`config.mk`:
```
export PLATFORM = sky130hd
export DESIGN_NAME = prio_irq_ctrl
export DESIGN_NICKNAME = d
export VERILOG_FILES = /design/src/rtl/prio_irq_pkg.sv /design/src/rtl/prio_irq_sense.sv /design/src/rtl/prio_irq_pick.sv /design/src/rtl/prio_irq_stack.sv /design/src/rtl/prio_irq_ctrl.sv
export SDC_FILE = /design/constraint.sdc
export NUM_CORES = 1
export LEC_CHECK = 0
export BUFFER_PORTS_ARGS = -buffer_cell sky130_fd_sc_hd__buf_4
export CAP_MARGIN = 10
export CORE_ASPECT_RATIO = 0.7
export CORE_MARGIN = 2
export CORE_UTILIZATION = 57
export DETAILED_ROUTE_END_ITERATION = 8
export PLACE_DENSITY = 0.84
export SLEW_MARGIN = 25
export SYNTH_ARGS = -nofsm -noshare
export SYNTH_HDL_FRONTEND = slang
export SYNTH_HIERARCHICAL = 1
export SYNTH_SLANG_ARGS = --single-unit
```
`constraint.sdc`:
```
create_clock -name clk_i -period 5.31 [get_ports clk_i]
set_input_delay 0.7965 -clock clk_i [delete_from_list [all_inputs] [get_ports clk_i]]
set_output_delay 0.7965 -clock clk_i [all_outputs]
set_load 0.02 [all_outputs]
```
`src/rtl/prio_irq_pkg.sv`:
```
package prio_irq_pkg;
  localparam int unsigned N_SRC = 11;
  localparam int unsigned SRC_W = $clog2(N_SRC);
  localparam int unsigned VEC_W = 16;
  // slots able to hold a latched request (2 and 3 are level-only)
  localparam logic [N_SRC-1:0] LATCH_SLOTS = 11'b111_1111_0011;

  typedef logic [N_SRC-1:0] src_vec_t;
  typedef logic [SRC_W-1:0] src_idx_t;
  typedef logic [VEC_W-1:0] vec_t;

  function automatic vec_t vec_of(src_idx_t idx);
    vec_t v;
    case (idx)
      4'd0:    v = 16'h002C;
      4'd1:    v = 16'h0004;
      4'd2:    v = 16'h0008;
      4'd3:    v = 16'h000C;
      4'd4:    v = 16'h0010;
      4'd5:    v = 16'h0014;
      4'd6:    v = 16'h0018;
      4'd7:    v = 16'h001C;
      4'd8:    v = 16'h0020;
      4'd9:    v = 16'h0024;
      4'd10:   v = 16'h0028;
      default: v = 16'h0000;
    endcase
    return v;
  endfunction
endpackage

```
`src/rtl/prio_irq_sense.sv`:
```
module prio_irq_sense #(
  parameter int unsigned N = 11,
  parameter logic [N-1:0] LATCH = '1
) (
  input  logic         clk_i,
  input  logic         rst_ni,
  input  logic [N-1:0] pin_i,
  input  logic [N-1:0] set_i,
  input  logic [N-1:0] edge_en_i,
  input  logic [N-1:0] lvl_en_i,
  input  logic [N-1:0] fc_set_i,
  input  logic [N-1:0] fc_clr_i,
  input  logic [N-1:0] ack_clr_i,
  output logic [N-1:0] pend_o
);
  logic [N-1:0] pin_q;
  logic [N-1:0] latch_q;

  for (genvar g = 0; g < N; g++) begin : g_slot
    logic rise;
    logic latch_d;
    assign rise    = edge_en_i[g] & pin_i[g] & ~pin_q[g];
    assign latch_d = (latch_q[g] | rise | set_i[g] | fc_set_i[g])
                     & ~(fc_clr_i[g] | ack_clr_i[g]) & LATCH[g];

    always_ff @(posedge clk_i or negedge rst_ni) begin
      if (!rst_ni) begin
        pin_q[g]   <= 1'b0;
        latch_q[g] <= 1'b0;
      end else begin
        pin_q[g]   <= pin_i[g];
        latch_q[g] <= latch_d;
      end
    end

    assign pend_o[g] = latch_q[g] | (lvl_en_i[g] & pin_q[g]);
  end
endmodule

```
`src/rtl/prio_irq_pick.sv`:
```
module prio_irq_pick #(
  parameter int unsigned N  = 11,
  parameter int unsigned IW = $clog2(N)
) (
  input  logic [N-1:0]  req_i,
  output logic          any_o,
  output logic [IW-1:0] idx_o
);
  always_comb begin
    any_o = |req_i;
    idx_o = '0;
    for (int i = N - 1; i >= 0; i--) begin
      if (req_i[i]) idx_o = IW'(i);
    end
  end
endmodule

```
`src/rtl/prio_irq_stack.sv`:
```
module prio_irq_stack #(
  parameter int unsigned DEPTH = 12,
  parameter int unsigned IW    = 4,
  localparam int unsigned DW   = $clog2(DEPTH + 1),
  localparam int unsigned AW   = (DEPTH > 1) ? $clog2(DEPTH) : 1
) (
  input  logic          clk_i,
  input  logic          rst_ni,
  input  logic          push_i,
  input  logic [IW-1:0] push_idx_i,
  input  logic          pop_i,
  output logic [DW-1:0] depth_o,
  output logic [IW-1:0] top_o,
  output logic          empty_o,
  output logic          full_o
);
  logic [IW-1:0] mem_q [DEPTH];
  logic [DW-1:0] ptr_q;

  assign empty_o = (ptr_q == '0);
  assign full_o  = (ptr_q == DW'(DEPTH));
  assign depth_o = ptr_q;
  assign top_o   = empty_o ? '0 : mem_q[AW'(ptr_q - DW'(1))];

  always_ff @(posedge clk_i or negedge rst_ni) begin
    if (!rst_ni) begin
      ptr_q <= '0;
    end else if (push_i && !full_o) begin
      ptr_q <= ptr_q + DW'(1);
    end else if (pop_i && !empty_o) begin
      ptr_q <= ptr_q - DW'(1);
    end
  end

  always_ff @(posedge clk_i) begin
    if (push_i && !full_o) mem_q[AW'(ptr_q)] <= push_idx_i;
  end
endmodule

```
`src/rtl/prio_irq_ctrl.sv`:
```
module prio_irq_ctrl
  import prio_irq_pkg::*;
#(
  parameter int unsigned STACK_DEPTH = 12,
  localparam int unsigned DW = $clog2(STACK_DEPTH + 1)
) (
  input  logic             clk_i,
  input  logic             rst_ni,
  input  logic             pwd_i,
  input  logic [2:0]       irq_i,
  input  logic [1:0]       lvl_i,
  input  logic             irqe_i,
  input  logic [5:0]       evt_i,
  input  logic             mask_we_i,
  input  logic [N_SRC-1:0] mask_i,
  input  logic             cfg_we_i,
  input  logic [2:0]       cfg_edge_i,
  input  logic             cfg_nest_i,
  input  logic             fc_we_i,
  input  logic [N_SRC-1:0] fc_set_i,
  input  logic [N_SRC-1:0] fc_clr_i,
  input  logic             gie_set_i,
  input  logic             gie_clr_i,
  input  logic             ack_i,
  input  logic             rti_i,
  output logic             irq_req_o,
  output logic [VEC_W-1:0] irq_vec_o
);
  src_vec_t mask_q;
  logic     hold_q;
  logic [2:0] edge_q;
  logic     nest_q;
  logic     gie_q;
  logic     rst_pend_q;

  src_vec_t pin, setv, edge_en, lvl_en, fc_set, fc_clr, ack_clr, pend, elig;
  logic     any;
  src_idx_t win;
  src_idx_t top;
  logic     empty, full;
  logic [DW-1:0] depth;
  logic     nest_ok, ready, take, push, pop;

  // slot wiring, index = priority (0 highest)
  always_comb begin
    pin     = '0;
    setv    = '0;
    edge_en = '0;
    lvl_en  = '0;
    pin[0]  = pwd_i;     edge_en[0] = 1'b1;
    pin[1]  = irq_i[2];  edge_en[1] = edge_q[2]; lvl_en[1] = ~edge_q[2];
    pin[2]  = lvl_i[1];  lvl_en[2]  = 1'b1;
    pin[3]  = lvl_i[0];  lvl_en[3]  = 1'b1;
    setv[4] = evt_i[0];
    setv[5] = evt_i[1];
    pin[6]  = irqe_i;    edge_en[6] = 1'b1;
    setv[7] = evt_i[2];
    pin[8]  = irq_i[1];  edge_en[8] = edge_q[1]; lvl_en[8] = ~edge_q[1]; setv[8] = evt_i[3];
    pin[9]  = irq_i[0];  edge_en[9] = edge_q[0]; lvl_en[9] = ~edge_q[0]; setv[9] = evt_i[4];
    setv[10] = evt_i[5];
  end

  assign fc_set = fc_we_i ? fc_set_i : '0;
  assign fc_clr = fc_we_i ? fc_clr_i : '0;

  prio_irq_sense #(.N(N_SRC), .LATCH(LATCH_SLOTS)) u_sense (
    .clk_i     (clk_i),
    .rst_ni    (rst_ni),
    .pin_i     (pin),
    .set_i     (setv),
    .edge_en_i (edge_en),
    .lvl_en_i  (lvl_en),
    .fc_set_i  (fc_set),
    .fc_clr_i  (fc_clr),
    .ack_clr_i (ack_clr),
    .pend_o    (pend)
  );

  // power-down bypasses the mask
  assign elig = pend & (mask_q | src_vec_t'(1));

  prio_irq_pick #(.N(N_SRC), .IW(SRC_W)) u_pick (
    .req_i (elig),
    .any_o (any),
    .idx_o (win)
  );

  prio_irq_stack #(.DEPTH(STACK_DEPTH), .IW(SRC_W)) u_stack (
    .clk_i      (clk_i),
    .rst_ni     (rst_ni),
    .push_i     (push),
    .push_idx_i (win),
    .pop_i      (pop),
    .depth_o    (depth),
    .top_o      (top),
    .empty_o    (empty),
    .full_o     (full)
  );

  assign nest_ok   = empty | (nest_q & (win < top));
  assign ready     = any & gie_q & ~hold_q & ~full & nest_ok;
  assign irq_req_o = rst_pend_q | ready;
  assign irq_vec_o = rst_pend_q ? '0 : vec_of(win);

  assign take    = ack_i & irq_req_o;
  assign push    = take & ~rst_pend_q;
  assign pop     = rti_i & ~push;
  assign ack_clr = push ? (src_vec_t'(1) << win) : '0;

  always_ff @(posedge clk_i or negedge rst_ni) begin
    if (!rst_ni) begin
      mask_q     <= '0;
      hold_q     <= 1'b0;
      edge_q     <= '0;
      nest_q     <= 1'b0;
      gie_q      <= 1'b1;
      rst_pend_q <= 1'b1;
    end else begin
      hold_q <= mask_we_i;
      if (mask_we_i) mask_q <= mask_i;
      if (cfg_we_i) begin
        edge_q <= cfg_edge_i;
        nest_q <= cfg_nest_i;
      end
      if (gie_clr_i)      gie_q <= 1'b0;
      else if (gie_set_i) gie_q <= 1'b1;
      if (take && rst_pend_q) rst_pend_q <= 1'b0;
    end
  end
endmodule


```
==> impl_metrics.tcl <==
set metrics [dict create \
    cts_root_buf "clkbuf_16" \
    holdWs_ns 0.4352 \
    clk_latency_ns 0.34 \
    numPortBuffers 58 \
    status "completed" \
    viasPerCell 5.664 \
    cellPowerDensity_nw_per_um2 424.5 \
    dieArea_um2 8790 \
    ir_drop_v 0.0002223 \
    grt_max_degree 42 \
    maxSlewViolCount 0 \
    final_layout_size_suffix_gt1_share_pct 31.37 \
    start_util_pct 58.51 \
    post-dp-hpwl_um 7079 \
    ys_warn_count 6 \
    drc 0 \
    crit_type "reg -> out" \
    io_pins 76 \
    critPathLaunchType "register" \
    clk_path_buf_depth 2 \
    die_w_um 111.2 \
    num_rows 27 \
    crit_required_ns 4.51 \
    fin_crit_sh_pct 88.01 \
    grt_pass1_wl_um 16090 \
    cts_htree_levels 3 \
    synthCells 368 \
    vias 3172 \
    cp-end-kind "primary output" \
    hp-class "in -> async" \
    tightest_slew_ns 0.8170 \
    post_cts_buffers 0 \
    drtPass1Iterations 4 \
    max_cap_viol_count 0 \
    fin_tns_setup_ns 0 \
    rsz0062_at_grt "no" \
    final.min_clock_period_ns 4.673 \
    die_h_um 79.05 \
    antenna_found_initial 0 \
    insertedDiodeCount 0 \
    arrival_ns 3.88 \
    ant_nets 0 \
    post-place-ws_ns 1.071 \
    avgSynthCellArea_um2 12.46 \
    syn2layout_area_growth_pct 19.78 \
    slew_headroom_pct 45.24 \
    skew_ns 0.006714 \
    setup_viol_count_final 0 \
    setup_ws_ns 0.6365 \
    cts_resized 0 \
    p_leak_nw 2.339 \
    globalRouteOverflowTotal 0 \
    fmax_mhz 214.0 \
    syn-cell-area_um2 4586 \
    cts_tree "done" \
    critPathMaxFanout 13 \
    fin_nets 520 \
    core-area_um2 7838 \
    grt_pass1_vias 3154 \
    cts_sinks 89 \
    gr-usage-all-layers_pct 24.26 \
    gp_congestion 0.8628 \
    drt_iter0_drc 255 \
    hold_buffers 0 \
    numCtsBuffers 9 \
    avgRoutedWirePerCell_um 17.33 \
    path_clk_slew_ns 0.06 \
    routed_wirelength_um 9706 \
    hold_viol_final 0 \
]
layout by cell type, fill, tap and decap left out, types with 9 or more instances in the layout:
cell       instances
a211oi_2           9
and2_1            30
buf_4             68
clkbuf_16         10
conb_1            37
dfrtp_1           39
edfxtp_1          48
inv_1             15
mux2_2            18
mux2i_1            9
nand2_1           19
nand3_1           10
nand3b_4           9
nor2_1            23
nor3_1            14
nor4_1            10
where the power goes:
group	internal, mW	leakage [nW]	switching (mW)
Clock	0.377	0.155	0.254
Combinational	0.386	1.27	0.490
Sequential	0.776	0.918	0.0485
Total	1.54	2.34	0.793
stage by stage:
stage | utilization [%] | instance area, um2 | cells | power, mW
floorplan | - | 4717 | 403 | 1.504
global placement | 66.19 | 5187 | 544 | 1.660
detailed placement | 66.19 | 5187 | 544 | 1.704
CTS | 70.08 | 5493 | 560 | 2.339
global route | 70.08 | 5493 | 560 | 2.453
finish | 70.08 | 5493 | 560 | 2.332
metal layers:
metal | global-route usage, % | up-vias | routed length [um]
met5 | 0 | - | 0
met3 | 7.099 | 12 | 849
met4 | 7.037 | 0 | 138
met1 | 34.68 | 1552 | 4344
met2 | 36.52 | 146 | 4373
li1 | - | 1462 | -
final cells by class:
cell class,instances,area [um2]
clock buffers,13,285.3
clock inverters,3,20.02
fillers,531,2345
inverters,15,56.30
multi-input cells,271,2024
flip-flops and latches,89,2470
well taps,101,126.4
repair buffers,68,510.5
flip-flops by register name, summed over array words and instances, names as in the netlist:
register	flops
u_stack/mem_q	48
u_sense/pin_q	11
mask_q	10
u_sense/latch_q	9
u_stack/depth_o	4
edge_q	3
gie_q	1
hold_q	1
nest_q	1
rst_pend_q	1
worst max-delay path, cell delays in order, from the launching register on:
cell	delay [ns]
dfrtp_1	0.37
inv_1	0.18
ha_1	0.38
xnor2_2	0.15
buf_4	0.25
mux2i_1	0.12
a22o_1	0.24
o31ai_1	0.23
inv_1	0.11
ha_1	0.32
o211ai_1	0.10
nor3_2	0.68
o31ai_1	0.19
buf_4	0.20
final timing paths:
check,start,to,slack [ns],cells after the start
worst min register to register,gie_q,gie_q,0.49,2
max in group asynchronous,rst_ni,rst_pend_q,4.49,1
worst max-delay path,u_stack/depth_o[0],irq_req_o,0.64,13
worst max register to register,u_stack/depth_o[0],u_stack/mem_q[2][0],1.00,15
min in group clk_i,gie_q,gie_q,0.49,2
worst min-delay path,rst_ni,mask_q[10],0.44,1
Power figures use the tool's default switching activity.
